<file path="src/rtl/scarb_pkg.sv">
package scarb_pkg;
  typedef enum logic [1:0] {ARB_IDLE, ARB_FILL, ARB_LAST} arb_state_e;
  typedef enum logic {SIDE_I = 1'b0, SIDE_D = 1'b1} side_e;
endpackage

</file>
<file path="src/rtl/cache_array.sv">
module cache_array #(
  parameter int ADDR_W = 10,
  parameter int DATA_W = 32,
  parameter int IDX_W  = 2,
  parameter int OFF_W  = 2
) (
  input  logic              clk_i,
  input  logic              rst_ni,
  input  logic [ADDR_W-1:0] lk_addr_i,
  output logic              hit_o,
  output logic [DATA_W-1:0] rdata_o,
  input  logic              fill_we_i,
  input  logic [ADDR_W-1:0] fill_addr_i,
  input  logic [DATA_W-1:0] fill_data_i,
  input  logic              fill_last_i,
  input  logic              wr_en_i,
  input  logic [ADDR_W-1:0] wr_addr_i,
  input  logic [DATA_W-1:0] wr_data_i,
  input  logic              inv_en_i,
  input  logic [ADDR_W-1:0] inv_addr_i
);
  localparam int LINES = 1 << IDX_W;
  localparam int WORDS = 1 << OFF_W;
  localparam int TAG_W = ADDR_W - IDX_W - OFF_W;

  logic [DATA_W-1:0] data_q [LINES][WORDS];
  logic [TAG_W-1:0]  tag_q  [LINES];
  logic [LINES-1:0]  valid_q;

  logic [IDX_W-1:0] lk_idx, f_idx, w_idx, v_idx;
  logic [OFF_W-1:0] lk_off, f_off, w_off;
  logic [TAG_W-1:0] lk_tag, f_tag, w_tag, v_tag;
  logic             wr_hit, inv_hit;

  assign lk_idx = lk_addr_i[OFF_W +: IDX_W];
  assign lk_off = lk_addr_i[OFF_W-1:0];
  assign lk_tag = lk_addr_i[ADDR_W-1 -: TAG_W];
  assign f_idx  = fill_addr_i[OFF_W +: IDX_W];
  assign f_off  = fill_addr_i[OFF_W-1:0];
  assign f_tag  = fill_addr_i[ADDR_W-1 -: TAG_W];
  assign w_idx  = wr_addr_i[OFF_W +: IDX_W];
  assign w_off  = wr_addr_i[OFF_W-1:0];
  assign w_tag  = wr_addr_i[ADDR_W-1 -: TAG_W];
  assign v_idx  = inv_addr_i[OFF_W +: IDX_W];
  assign v_tag  = inv_addr_i[ADDR_W-1 -: TAG_W];

  assign hit_o   = valid_q[lk_idx] && (tag_q[lk_idx] == lk_tag);
  assign rdata_o = data_q[lk_idx][lk_off];
  assign wr_hit  = valid_q[w_idx] && (tag_q[w_idx] == w_tag);
  assign inv_hit = valid_q[v_idx] && (tag_q[v_idx] == v_tag);

  always_ff @(posedge clk_i) begin
    if (fill_we_i)                data_q[f_idx][f_off] <= fill_data_i;
    else if (wr_en_i && wr_hit)   data_q[w_idx][w_off] <= wr_data_i;
  end

  for (genvar l = 0; l < LINES; l++) begin : g_line
    always_ff @(posedge clk_i or negedge rst_ni) begin
      if (!rst_ni) begin
        valid_q[l] <= 1'b0;
        tag_q[l]   <= '0;
      end else if (fill_we_i && f_idx == IDX_W'(l)) begin
        // line is unusable while it is part-way refilled
        valid_q[l] <= fill_last_i;
        if (fill_last_i) tag_q[l] <= f_tag;
      end else if (inv_en_i && inv_hit && v_idx == IDX_W'(l)) begin
        valid_q[l] <= 1'b0;
      end
    end
  end
endmodule

</file>
<file path="src/rtl/refill_arb.sv">
module refill_arb
  import scarb_pkg::*;
#(
  parameter int ADDR_W = 10,
  parameter int OFF_W  = 2
) (
  input  logic              clk_i,
  input  logic              rst_ni,
  input  logic              i_miss_i,
  input  logic [ADDR_W-1:0] i_addr_i,
  input  logic              d_miss_i,
  input  logic [ADDR_W-1:0] d_addr_i,
  input  logic              wr_req_i,
  output logic              wr_gnt_o,
  output logic              rd_o,
  output logic [ADDR_W-1:0] rd_addr_o,
  output logic              cap_vld_o,
  output side_e             cap_side_o,
  output logic [ADDR_W-1:0] cap_addr_o,
  output logic              cap_last_o
);
  localparam int LB_W = ADDR_W - OFF_W;

  arb_state_e       state_q;
  side_e            side_q;
  logic [LB_W-1:0]  base_q;
  logic [OFF_W-1:0] cnt_q, cap_off_q;
  logic             cap_vld_q;

  always_ff @(posedge clk_i or negedge rst_ni) begin
    if (!rst_ni) begin
      state_q   <= ARB_IDLE;
      side_q    <= SIDE_I;
      base_q    <= '0;
      cnt_q     <= '0;
      cap_vld_q <= 1'b0;
      cap_off_q <= '0;
    end else begin
      cap_vld_q <= (state_q == ARB_FILL);
      cap_off_q <= cnt_q;
      unique case (state_q)
        ARB_IDLE: begin
          cnt_q <= '0;
          if (i_miss_i) begin
            side_q  <= SIDE_I;
            base_q  <= i_addr_i[ADDR_W-1:OFF_W];
            state_q <= ARB_FILL;
          end else if (d_miss_i) begin
            side_q  <= SIDE_D;
            base_q  <= d_addr_i[ADDR_W-1:OFF_W];
            state_q <= ARB_FILL;
          end
        end
        ARB_FILL: begin
          cnt_q <= cnt_q + 1'b1;
          if (cnt_q == '1) state_q <= ARB_LAST;
        end
        default: state_q <= ARB_IDLE;
      endcase
    end
  end

  assign wr_gnt_o   = (state_q == ARB_IDLE) && !i_miss_i && wr_req_i;
  assign rd_o       = (state_q == ARB_FILL);
  assign rd_addr_o  = {base_q, cnt_q};
  assign cap_vld_o  = cap_vld_q;
  assign cap_side_o = side_q;
  assign cap_addr_o = {base_q, cap_off_q};
  assign cap_last_o = cap_vld_q && (cap_off_q == '1);
endmodule

</file>
<file path="src/rtl/split_cache_arb.sv">
module split_cache_arb
  import scarb_pkg::*;
#(
  parameter int ADDR_W = 10,
  parameter int DATA_W = 32,
  parameter int IDX_W  = 2,
  parameter int OFF_W  = 2
) (
  input  logic              clk_i,
  input  logic              rst_ni,
  input  logic              if_req_i,
  input  logic [ADDR_W-1:0] if_addr_i,
  output logic [DATA_W-1:0] if_rdata_o,
  output logic              if_ready_o,
  input  logic              dc_req_i,
  input  logic              dc_we_i,
  input  logic [ADDR_W-1:0] dc_addr_i,
  input  logic [DATA_W-1:0] dc_wdata_i,
  output logic [DATA_W-1:0] dc_rdata_o,
  output logic              dc_ready_o,
  output logic              mem_req_o,
  output logic              mem_we_o,
  output logic [ADDR_W-1:0] mem_addr_o,
  output logic [DATA_W-1:0] mem_wdata_o,
  input  logic [DATA_W-1:0] mem_rdata_i
);
  logic              i_hit, d_hit, i_miss, d_miss, wr_req, wr_gnt;
  logic              rd, cap_vld, cap_last;
  side_e             cap_side;
  logic [ADDR_W-1:0] rd_addr, cap_addr;

  assign i_miss = if_req_i && !i_hit;
  assign d_miss = dc_req_i && !dc_we_i && !d_hit;
  assign wr_req = dc_req_i && dc_we_i;

  cache_array #(.ADDR_W(ADDR_W), .DATA_W(DATA_W), .IDX_W(IDX_W), .OFF_W(OFF_W)) u_icache (
    .clk_i, .rst_ni,
    .lk_addr_i   (if_addr_i),
    .hit_o       (i_hit),
    .rdata_o     (if_rdata_o),
    .fill_we_i   (cap_vld && cap_side == SIDE_I),
    .fill_addr_i (cap_addr),
    .fill_data_i (mem_rdata_i),
    .fill_last_i (cap_last),
    .wr_en_i     (1'b0),
    .wr_addr_i   ('0),
    .wr_data_i   ('0),
    .inv_en_i    (wr_gnt),
    .inv_addr_i  (dc_addr_i)
  );

  cache_array #(.ADDR_W(ADDR_W), .DATA_W(DATA_W), .IDX_W(IDX_W), .OFF_W(OFF_W)) u_dcache (
    .clk_i, .rst_ni,
    .lk_addr_i   (dc_addr_i),
    .hit_o       (d_hit),
    .rdata_o     (dc_rdata_o),
    .fill_we_i   (cap_vld && cap_side == SIDE_D),
    .fill_addr_i (cap_addr),
    .fill_data_i (mem_rdata_i),
    .fill_last_i (cap_last),
    .wr_en_i     (wr_gnt),
    .wr_addr_i   (dc_addr_i),
    .wr_data_i   (dc_wdata_i),
    .inv_en_i    (1'b0),
    .inv_addr_i  ('0)
  );

  refill_arb #(.ADDR_W(ADDR_W), .OFF_W(OFF_W)) u_arb (
    .clk_i, .rst_ni,
    .i_miss_i   (i_miss),
    .i_addr_i   (if_addr_i),
    .d_miss_i   (d_miss),
    .d_addr_i   (dc_addr_i),
    .wr_req_i   (wr_req),
    .wr_gnt_o   (wr_gnt),
    .rd_o       (rd),
    .rd_addr_o  (rd_addr),
    .cap_vld_o  (cap_vld),
    .cap_side_o (cap_side),
    .cap_addr_o (cap_addr),
    .cap_last_o (cap_last)
  );

  assign if_ready_o  = if_req_i && i_hit;
  assign dc_ready_o  = dc_req_i && (dc_we_i ? wr_gnt : d_hit);
  assign mem_req_o   = rd || wr_gnt;
  assign mem_we_o    = wr_gnt;
  assign mem_addr_o  = wr_gnt ? dc_addr_i : rd_addr;
  assign mem_wdata_o = dc_wdata_i;
endmodule

</file>
<file path="config.mk">
export PLATFORM = sky130hd
export DESIGN_NAME = split_cache_arb
export DESIGN_NICKNAME = d
export VERILOG_FILES = /design/src/rtl/scarb_pkg.sv /design/src/rtl/cache_array.sv /design/src/rtl/refill_arb.sv /design/src/rtl/split_cache_arb.sv
export SDC_FILE = /design/constraint.sdc
export NUM_CORES = 1
export LEC_CHECK = 0
export BUFFER_PORTS_ARGS = -buffer_cell sky130_fd_sc_hd__buf_2
export CAP_MARGIN = 20
export CORE_MARGIN = 2
export CORE_UTILIZATION = 50
export CTS_CLUSTER_SIZE = 8
export DETAILED_ROUTE_END_ITERATION = 10
export PLACE_DENSITY = 0.7
export SYNTH_ARGS = -nofsm -noshare
export SYNTH_HDL_FRONTEND = slang
export SYNTH_SLANG_ARGS = --single-unit
</file>
<file path="constraint.sdc">
create_clock -name clk_i -period 4.6 [get_ports clk_i]
set_clock_uncertainty 0.05 [all_clocks]
set_input_delay 0 -clock clk_i [delete_from_list [all_inputs] [get_ports clk_i]]
set_output_delay 0 -clock clk_i [all_outputs]
set_load 0.005 [all_outputs]
</file>
== Word-level counts from Yosys, hierarchy flattened ==
Memory sizes are Yosys's and may differ from the RTL's.
Index checks and enable logic that the tools add are counted.
W data, S select, Z words.
Operators by class
  add/sub/neg operators: 1
  multiply operators: 0
  divide/modulo/power cells: 0
  $lt $le $gt $ge: 9
  equality and inequality tests: 14
  shift operators: 0
  multiplexer cells: 54
  bitwise gates (word level): 6
  reduce and logical (&&, ||, !) cells: 55
Operator list (count)
  $mux W128: 5
  $mux W32: 6
  $bmux W32 S2: 2
  $demux W32 S2: 2
  $reduce_or A128 Y1: 1
  $bmux W6 S2: 3
  $mux W6: 6
  $logic_and A1 B1 Y1: 30
  $reduce_and A2 Y1: 10
  $eq A6 B6 Y1: 3
  $mux W1: 18
  $mux W8: 2
  $ge A3 B3 Y1 const B: 5
  $not A2 Y3: 5
  $eq A2 B2 Y1 const B: 6
  $reduce_bool A2 Y1: 6
  $mux W10: 1
  $mux W2: 4
  $pmux W2 S2: 2
  $bmux W1 S2: 3
  $eq A2 B1 Y1 const B: 3
  $logic_not A2 Y1: 3
  $lt A2 B3 Y1 const B: 2
  $lt A3 B1 Y1 const B: 2
  6 further kinds: 9
Word-level totals
  register bits: 72
  latch bits: 0
  RAM bits: 1024
  ROM bits: 0
  input port bits: 89
  memories kept: 2
Memories
  u_dcache.data_q: words 4, bits a word 128, rd ports 1, clocked after Yosys merged registers in 0, write ports 1, RTL line cache_array.sv:26  | logic [DATA_W-1:0] data_q [LINES][WORDS];
  u_icache.data_q: words 4, bits a word 128, rd ports 1, clocked after Yosys merged registers in 0, write ports 1, RTL line cache_array.sv:26

== Depth between registers and ports, before layout ==
Gate-level depths: netlist of the first run.
  word-level depth: 17
  mapped depth: 10

== Cells and area by module ==
A second synthesis of the first run with hierarchy kept.
Second synthesis, totals
  cell total of the unflattened synthesis: 1984
  area, all modules: 44576.5 um2
Modules (own cells, without submodules)
  cache_array at u_icache: times used 1, cells each 938, area an instance 21699.6 um2, seq. area each 16075.4 um2
  cache_array at u_dcache: times used 1, cells each 938, area an instance 21673.3 um2, seq. area each 16075.4 um2
  refill_arb: times used 1, cells each 55, area an instance 740.7 um2, seq. area each 400.4 um2
  split_cache_arb: times used 1, cells each 53, area an instance 462.9 um2, seq. area each 0.0 um2

== Worst setup path before layout of the first run ==
Ideal clock, no wire load.
  kind: register -> register
  start: register u_dcache.tag_q[6] in the netlist's numbering
  end: memory u_dcache.data_q[1][64] in the netlist's numbering, enable pin
  setup time: 0.472 ns
  arrival: 4.402 ns
  required time: 4.078 ns
  slack: -0.324 ns
  stages on the path, launching flop included: 8
  buffers on the path: 1
  period minus slack after synthesis: 4.924 ns
  path through: dfrtp_1 -> nand2b_1 -> mux4_2 -> nand4b_4 -> a2111oi_4 -> nand3_4 -> buf_2 -> o32ai_1
On the way
  word-level cells in the longest chain between the ends: 11
  elaborated cells on any way between the ends: 12
  those cells by class: 1 x eq/ne; 8 x mux; 3 x reduce/logical
Ends and longest elaborated chain
  from (decl): RTL line cache_array.sv:27  | logic [TAG_W-1:0] tag_q [LINES];
  from (signal, indexed assignment): RTL line cache_array.sv:65  | if (fill_last_i) tag_q[l] <= f_tag;
  $bmux W6 S2 (*): RTL line cache_array.sv:49  | assign wr_hit = valid_q[w_idx] && (tag_q[w_idx] == w_tag);
  $mux W6 (not written as such) (*) (2 in series): RTL line cache_array.sv:49
  $eq A6 B6 Y1 (*): RTL line cache_array.sv:49
  $logic_and A1 B1 Y1 (*): RTL line cache_array.sv:49
  $logic_and A1 B1 Y1 (*): RTL line cache_array.sv:54  | else if (wr_en_i && wr_hit) data_q[w_idx][w_off] <= wr_data_i;
  $mux W1 (*): RTL line cache_array.sv:54
  $mux W1 (*): RTL line cache_array.sv:53  | if (fill_we_i) data_q[f_idx][f_off] <= fill_data_i;
  $mux W128 (not written as such) (*): RTL line cache_array.sv:54
  $reduce_or A128 Y1 (no line)
  $mux W2 (no line) / $mux W128 (equally long branches)
  to (decl): RTL line cache_array.sv:26
Mark *: on every way between the ends. The rest lies on a longest branch, timed or not. The select of a mux whose other input is x is not followed.

== Final worst setup path of the first run ==
  start: register u_dcache.tag_q[0] in the netlist's numbering
  end: memory u_dcache.data_q[2][19] in the netlist's numbering, enable pin
The elaborated chain is that of the path after synthesis.

==> summary.log, run 1 <==
INFO  sta            timing.final.hold_violations=16
INFO  cts            clk_pin_slew_worst_paths=0.05ns
INFO  sta            fmax=0.247GHz
INFO  sta            fin_tns_setup=0ns
INFO  worst_setup_path timing.critical_path.slowest_cell_delay=0.69ns
INFO  synth          synth.yosys.warnings=0
INFO  sta            whs=-0.0121ns
INFO  placed_design  port_buffers=198
INFO  sta            timing.final.max_slew_violations=0
INFO  layout         most-common-layout-cells=edfxtp_1, mux4_2, buf_2, clkbuf_16, dlygate4sd3_1
INFO  sta            fin_crit_share=88.0%
INFO  floorplan      fp.coreArea=85,300µm²
INFO  layout         finish.cell_count_without_fillers=3,421
INFO  flow_run       number_of_maximum_capacitance_constraint_violations=0
INFO  layout         fillCellCount=5,901
INFO  cts            clock_sink_count=1,096
INFO  floorplan      initial_utilization=50.6%
INFO  floorplan      die_w=298µm
INFO  run_status     violations=hold timing
INFO  cts            cts_resized=0
INFO  cts            cts-root-to-sink-buffers=3
INFO  sta            period_needed=4.05ns
INFO  worst_setup_path worstPathRequired=4.91ns
INFO  layout         final_common_cell=edfxtp_1
INFO  sta            rsz0062_at_grt=no
INFO  layout         final_layout_size_suffix_gt1_share=37.4%
INFO  synth          asyncSetResetFlopFracSynth=6.57%
INFO  floorplan      num_rows=107
INFO  detailed_routing drt-total-wl=101,000µm
INFO  floorplan      die_y=298µm
INFO  floorplan      pin_count=199
INFO  global_routing grt_max_degree=113
INFO  worst_setup_path worst_path_max_delay_cell=a2111oi_4
INFO  placed_design  place.detailed.instances=3,144
INFO  cts            htree_levels=4
INFO  worst_setup_path timing.critical_path.fanout_max=27
INFO  worst_setup_path timing.setup.critical_path_class=reg2reg
INFO  synth          syn_inst=1,869
INFO  layout         finish.net_count=2,335
INFO  synth          postSynthRegisterBits=1,096
INFO  cts            number_of_setup_buffers_added_after_cts=0
INFO  detailed_routing drc=0
INFO  cts            cts_inserted_buffers=155
INFO  layout         area_growth=17.9%
INFO  synth          synth_enable_flop_cells=1,024
INFO  floorplan      design.die.area=88,600µm²
INFO  cts            post_cts_hold_buffer_count=88
INFO  sta            tightestPinTransition=1.12ns
INFO  placed_design  globalplace.congestion=0.822
INFO  cts            clkLatencyLatePin=0.74ns
INFO  global_routing grt_pass1_vias=21,964
INFO  synth          ys_dominant_reg_cell=edfxtp_1
INFO  detailed_routing first_iter_violations=2,605
INFO  global_routing grt_use_total=23.3%
INFO  synth          yosysUniqueCellTypes=46
INFO  detailed_routing wire_per_inst=29.5µm
INFO  global_routing globalRoute.totalOverflow=0
INFO  global_routing antenna_found_initial=20
INFO  cts            cts.root.buffer_cell=clkbuf_16
INFO  worst_setup_path cp-end-kind=register
INFO  pwr            powerDensity=498nW/µm²
INFO  cts            cts_tree=done
INFO  synth          synth-seq-area-share=75.5%
INFO  hold_path      worstHoldPathType=in2reg
INFO  pwr            leakage=16.8nW
INFO  run_status     run_status=finished with violations
INFO  global_routing grt_first_pass_wirelength=149,000µm
INFO  worst_setup_path critical_path.cell_chain=nand2b_1 -> mux4_2 -> nand4b_4 -> a2111oi_4 -> nand3_4 -> o31ai_4 -> buf_4
INFO  placed_design  detailedPlacementHpwl=56,700µm
INFO  synth          netlist_area=43,100µm²
INFO  detailed_routing first_pass_iteration_count_of_the_detailed_router=5
INFO  sta            timing.max_slew.rel_slack=25.6%
INFO  synth          synth.avg_cell_area=23.1µm²
INFO  detailed_routing post_drt_via_cell_ratio=6.14
INFO  detailed_routing num_vias=21,003
INFO  detailed_routing antenna_left=0
INFO  synth          postSynthNetCount=1,959
INFO  pwr            worst_ir_drop_vdd=0.357mV
INFO  worst_setup_path start_kind=register
INFO  worst_setup_path worstPathArrival=4.36ns
INFO  sta            report.final.setup_viol=0
==> sequential cells by signal, indices dropped and copies added (netlist names), 2 cells and up <==
name and cells:
u_arb.base_q 8, u_arb.cap_off_q 2, u_arb.cnt_q 2, u_arb.state_q 2
u_dcache.data_q 512, u_dcache.tag_q 24, u_dcache.valid_q 4, u_icache.data_q 512
u_icache.tag_q 24, u_icache.valid_q 4
==> synthesized netlist by cell type (all sizes together), types with 2 or more instances <==
cell type	count	share of area, %
mux2	75	2.0
edfxtp	1024	71
nor3	9	0.10
o21ai	17	0.21
and3	3	0.044
o32ai	3	0.078
o41ai	2	0.075
a21oi	5	0.058
o31ai	9	0.16
xor2	10	0.20
clkbuf	50	0.44
a21o	3	0.052
nor4	2	0.029
nand4	2	0.029
a22oi	8	0.14
xnor2	13	0.26
dfrtp	72	4.2
nor2	26	0.23
mux2i	21	0.49
nand2	52	0.45
or3	10	0.15
nor2b	2	0.029
nand3	5	0.087
inv	13	0.11
buf	72	1.1
nand4b	3	0.096
a31o	4	0.081
a22o	4	0.081
nand2b	9	0.13
mux4	334	17
==> layer usage <==
layer | vias to the layer above | GRT usage [%] | wire length [µm]
met5 | - | 0 | 29
met4 | 4 | 7.43 | 2610
met3 | 172 | 5.27 | 9410
met2 | 1046 | 37.1 | 49500
met1 | 11188 | 32.3 | 39500
li1 | 8593 | - | -
==> critical path, delay by kind of cell (launching register included) <==
kind            cells  cell delay (ns)
flops               1             0.39
mux                 1             0.46
simple gates        3             0.90
buf+inv             1             0.54
compound gates      2             1.30
==> stage by stage <==
step,cell area (µm²),utilization [%],total power [mW],setup WS (ns)
4_1_cts,50800,59.6,25.5,0.574
3_5_place_dp,45600,53.5,15.2,0.594
3_3_place_gp,45600,53.5,15.1,0.688
5_1_grt,50800,59.6,26.1,0.344
2_1_floorplan,43100,-,14.0,-0.324
6_report,50800,59.6,25.3,0.553
==> report_power, final <==
group          switching (mW)  internal, mW  leakage (nW)
clock                    4.08          6.08          2.08
sequential              0.389          11.9          10.1
combinational            1.67          1.18          4.61
==> path summary, 6_finish.rpt <==
| check | from | end | slack (ns) | cells past startpoint |
|---|---|---|---|---|
| min in group asynchronous | rst_ni | u_dcache.tag_q[8] | 0.51 | 4 |
| setup reg to reg | u_dcache.tag_q[0] | u_dcache.data_q[2][19] | 0.55 | 7 |
| hold / removal | dc_wdata_i[13] | u_dcache.data_q[0][77] | -0.01 | 2 |
| max in group asynchronous | rst_ni | u_dcache.valid_q[0] | 3.38 | 4 |
| setup / recovery | u_dcache.tag_q[0] | u_dcache.data_q[2][19] | 0.55 | 7 |
| hold reg to reg | u_dcache.valid_q[1] | u_dcache.valid_q[1] | 0.42 | 1 |
==> kinds of logic after synthesis <==
kind of cell | after synthesis | synth area share (%)
DFF | 1096 | 75.5
muxes | 430 | 19.9
buffers and inverters | 135 | 1.63
and+or+nand+nor | 124 | 1.39
AOI/OAI and AO/OA | 60 | 1.12
xor gates and xnor gates | 23 | 0.467
adders and majority gates | 1 | 0.0290
==> area by class of cell <==
class / count / area (µm²) / area share [%]
inverters: 13 / 48.8 / 0.0960
multi-input cells: 638 / 10200 / 20.0
clock inverters: 15 / 348 / 0.684
well taps: 1144 / 1430 / 2.82
repair buffers: 341 / 2340 / 4.61
clock buffers: 171 / 3960 / 7.79
flip-flops and latches: 1096 / 32600 / 64.0
diodes: 3 / 7.51 / 0.0148
Power figures use the tool's default switching activity.
==> run 2: changes to the inputs <==
--- a/config.mk
+++ b/config.mk
@@ -11,6 +11,7 @@
 export CORE_UTILIZATION = 50
 export CTS_CLUSTER_SIZE = 8
 export DETAILED_ROUTE_END_ITERATION = 10
+export GPL_TIMING_DRIVEN = 0
 export PLACE_DENSITY = 0.7
 export SYNTH_ARGS = -nofsm -noshare
 export SYNTH_HDL_FRONTEND = slang
==> run 2 against run 1 <==
- the run still ends with hold timing left
- critical path depth up 1
- hold slack improved by 0.0083 ns
- worst setup slack about the same
- largest power group unchanged
- critical path type is now in2reg
- global-route usage grew 1.4 points
- critical endpoint is now u_dcache.data_q[3][48]
- final cell count up 3.3%
- highest routed layer is now met4
==> summary.log, run 2 (synthesis gave the netlist of run 1 again) <==
INFO  global_routing grt_first_pass_wirelength=157,000µm [+5.7%]
INFO  sta            timing.final.max_slew_violations=0 [unchanged]
INFO  cts            cts_tree=done
INFO  placed_design  port_buffers=193 [-2.5%]
INFO  sta            fin_tns_setup=0ns [unchanged]
INFO  cts            clock_sink_count=1,096 [unchanged]
INFO  placed_design  globalplace.congestion=0.884 [+7.6%]
INFO  cts            cts.root.buffer_cell=clkbuf_16
INFO  worst_setup_path worst_path_max_delay_cell=o31ai_4
INFO  cts            cts-root-to-sink-buffers=3 [unchanged]
INFO  cts            cts_inserted_buffers=154 [-0.65%]
INFO  flow_run       number_of_maximum_capacitance_constraint_violations=0 [unchanged]
INFO  run_status     run_status=finished with violations
INFO  cts            clkLatencyLatePin=0.74ns [about the same]
INFO  sta            whs=-0.00382ns [+0.00825 ns]
INFO  worst_setup_path r2r_slack=0.65ns [+0.10 ns]
INFO  worst_setup_path regToRegEndpoint=u_dcache.data_q[3][48]
INFO  worst_setup_path cp.buffers_inverters=6 [+5]
INFO  detailed_routing first_iter_violations=2,663 [+2.2%]
INFO  placed_design  dpl_worst_slack=-0.0255ns [-0.620 ns]
INFO  layout         final_layout_size_suffix_gt1_share=38.8% [+1.4 points]
INFO  floorplan      fp.coreArea=85,300µm² [unchanged]
INFO  global_routing grt_pass1_vias=23,231 [+5.8%]
INFO  cts            htree_levels=4 [unchanged]
INFO  detailed_routing antenna_left=0 [unchanged]
INFO  placed_design  detailedPlacementHpwl=69,500µm [+23%]
INFO  floorplan      design.die.area=88,600µm² [unchanged]
INFO  floorplan      die_w=298µm [unchanged]
INFO  global_routing antenna_found_initial=2 [-90%]
INFO  hold_path      min_delay_worst_endpoint=u_dcache.data_q[0][118]
INFO  hold_path      hold_depth=2 [unchanged]
INFO  cts            clk_pin_slew_worst_paths=0.05ns [about the same]
INFO  worst_setup_path worstPathArrival=4.42ns [+0.06 ns]
INFO  pwr            pwr-share-seq=48.3% [-0.3 points]
INFO  layout         final_common_cell=edfxtp_1
INFO  sta            period_needed=4.05ns [-0.000181 ns]
INFO  pwr            reported_net_switching_power=6.17mW [+0.51%]
INFO  pwr            cellInternalPower=19.3mW [+0.58%]
INFO  pwr            leakage=17.4nW [+3.3%]
INFO  worst_setup_path start_kind=input pin
INFO  sta            fmax=0.247GHz [about the same]
INFO  hold_path      worstHoldPathType=in2reg
INFO  sta            finalWorstSetupSlack=0.553ns [+0.000181 ns]
INFO  sta            tightestPinTransition=1.10ns [-0.0147 ns]
INFO  pwr            powerDensity=489nW/µm² [-1.9%]
INFO  sta            timing.max_slew.rel_slack=25.9% [+0.30 points]
INFO  global_routing grt_max_degree=73 [-35%]
INFO  pwr            power_switching_share=24.3% [about the same]
INFO  detailed_routing drt-total-wl=108,000µm [+6.6%]
INFO  layout         finish.net_count=2,455 [+5.1%]
INFO  worst_setup_path timing.critical_path.slowest_cell_delay=0.96ns [+0.27 ns]
INFO  worst_setup_path reg2reg_depth=8 [+1]
INFO  worst_setup_path cp-end-kind=register
INFO  worst_setup_path rr_startpoint=u_dcache.tag_q[0]
INFO  floorplan      num_rows=107 [unchanged]
INFO  layout         most-common-layout-cells=edfxtp_1, mux4_2, buf_2, clkbuf_16, dlygate4sd3_1
INFO  layout         reg_top3=u_dcache.data_q x512, u_icache.data_q x512
INFO  worst_setup_path top_cell_family_by_delay_on_the_critical_path=buffers and inverters
INFO  detailed_routing wire_per_inst=30.5µm [+3.2%]
INFO  pwr            worst_ir_drop_vdd=0.409mV [+15%]
INFO  layout         area_growth=20.8%
INFO  detailed_routing drc=0 [unchanged]
INFO  worst_setup_path worstPathRequired=4.98ns [+0.07 ns]
INFO  global_routing globalRoute.totalOverflow=0 [unchanged]
INFO  worst_setup_path timing.critical_path.fanout_max=12 [-56%]
INFO  run_status     violations=hold timing
INFO  cts            number_of_setup_buffers_added_after_cts=0 [unchanged]
INFO  hold_path      hp-start=dc_wdata_i[22]
INFO  detailed_routing first_pass_iteration_count_of_the_detailed_router=5 [unchanged]
INFO  sta            rsz0062_at_grt=no
INFO  worst_setup_path critical_path.most_common_cell=clkbuf_1
INFO  global_routing grt_use_total=24.7% [+1.4 points]
INFO  floorplan      pin_count=199 [unchanged]
INFO  detailed_routing post_drt_via_cell_ratio=6.20 [+1.1%]
INFO  sta            fin_crit_share=88.0% [about the same]
INFO  floorplan      initial_utilization=50.6% [unchanged]
INFO  floorplan      die_y=298µm [unchanged]
INFO  pwr            power.share.combinational=12.2% [+0.9 points]
INFO  pwr            clkPwrFrac=39.5% [-0.7 points]
INFO  sta            timing.final.hold_violations=6 [-10]
INFO  detailed_routing num_vias=21,922 [+4.4%]
INFO  worst_setup_path timing.setup.critical_path_class=in2reg
INFO  worst_setup_path critical_path.cell_chain=buf_2 -> buf_1 -> clkbuf_1 -> clkbuf_1 -> clkbuf_1 -> nand2_1 -> o31ai_4 -> buf_16
INFO  sta            report.final.setup_viol=0 [unchanged]
==> run 2: cell types whose count changed in the layout (fill, tap and decap cells not counted), moves of 2 or more <==
cell	previous run	this run
buf_2	194	219
inv_6	0	2
buf_1	0	7
buf_8	2	19
buf_16	0	22
buf_6	2	23
buf_4	53	36
clkbuf_1	15	59
buf_12	2	11
dlygate4sd3_1	88	75
clkinv_16	7	4
==> run 2: stage by stage <==
stage | util, % | instances | total power [mW] | area, µm² | hold slack, ns
floorplan | - | 1869 | 14.0 | 43100 | -0.346
global placement | 53.4 | 3206 | 15.0 | 45500 | 0.219
detailed placement | 55.2 | 3274 | 15.4 | 47100 | 0.136
CTS | 61.0 | 3528 | 25.6 | 52100 | 0.00865
global route | 61.1 | 3532 | 26.2 | 52100 | 0.0641
finish | 61.1 | 3533 | 25.5 | 52100 | -0.00382
==> run 2: how the worst max path moves through the flow <==
stage | from | end | slack, ns | cells past startpoint
after floorplan | u_dcache.tag_q[6] | u_dcache.data_q[1][64] | -0.32 | 7
after global placement | dc_addr_i[3] | u_dcache.data_q[3][78] | -4.19 | 7
after detailed placement | dc_addr_i[3] | u_dcache.data_q[3][49] | -0.03 | 8
after CTS | u_dcache.tag_q[0] | u_dcache.data_q[1][117] | 0.65 | 8
after global routing | dc_addr_i[3] | u_dcache.data_q[3][113] | 0.53 | 9
final | dc_addr_i[3] | u_dcache.data_q[3][48] | 0.55 | 8
==> run 2: timing repair <==
item,4_1_cts,5_1_grt
setup endpoints to repair,0,0
hold endpoints to repair,825,0
hold buffers,76,0
resized for setup,0,0
==> run 2: power groups by stage <==
stage / clock network (mW) / registers (mW) / logic (mW)
after floorplan: 0 / 12.3 / 1.66
final: 10.1 / 12.3 / 3.12
after global routing: 10.6 / 12.3 / 3.30
after CTS: 10.2 / 12.3 / 3.12
after global placement: 0 / 12.5 / 2.58
after detailed placement: 0 / 12.4 / 3.00
==> run 2: per-layer routing <==
layer | vias to the layer above | share of wire (%) | track usage, %
met2 | 1175 | 51 | 41.4
li1 | 8838 | - | -
met1 | 11721 | 38 | 33.1
met5 | - | 0 | 0
met3 | 188 | 8.0 | 4.68
met4 | 0 | 2.6 | 7.90
==> run 2: cell type report <==
type | instances | area (µm²)
fillers | 5725 | 33200
flip-flops and latches | 1096 | 32600
multi-input cells | 638 | 10200
clock buffers | 165 | 3940
repair buffers | 340 | 3050
well taps | 1144 | 1430
plain buffers | 122 | 653
clock inverters | 13 | 270
inverters | 13 | 48.8
diodes | 2 | 5.00
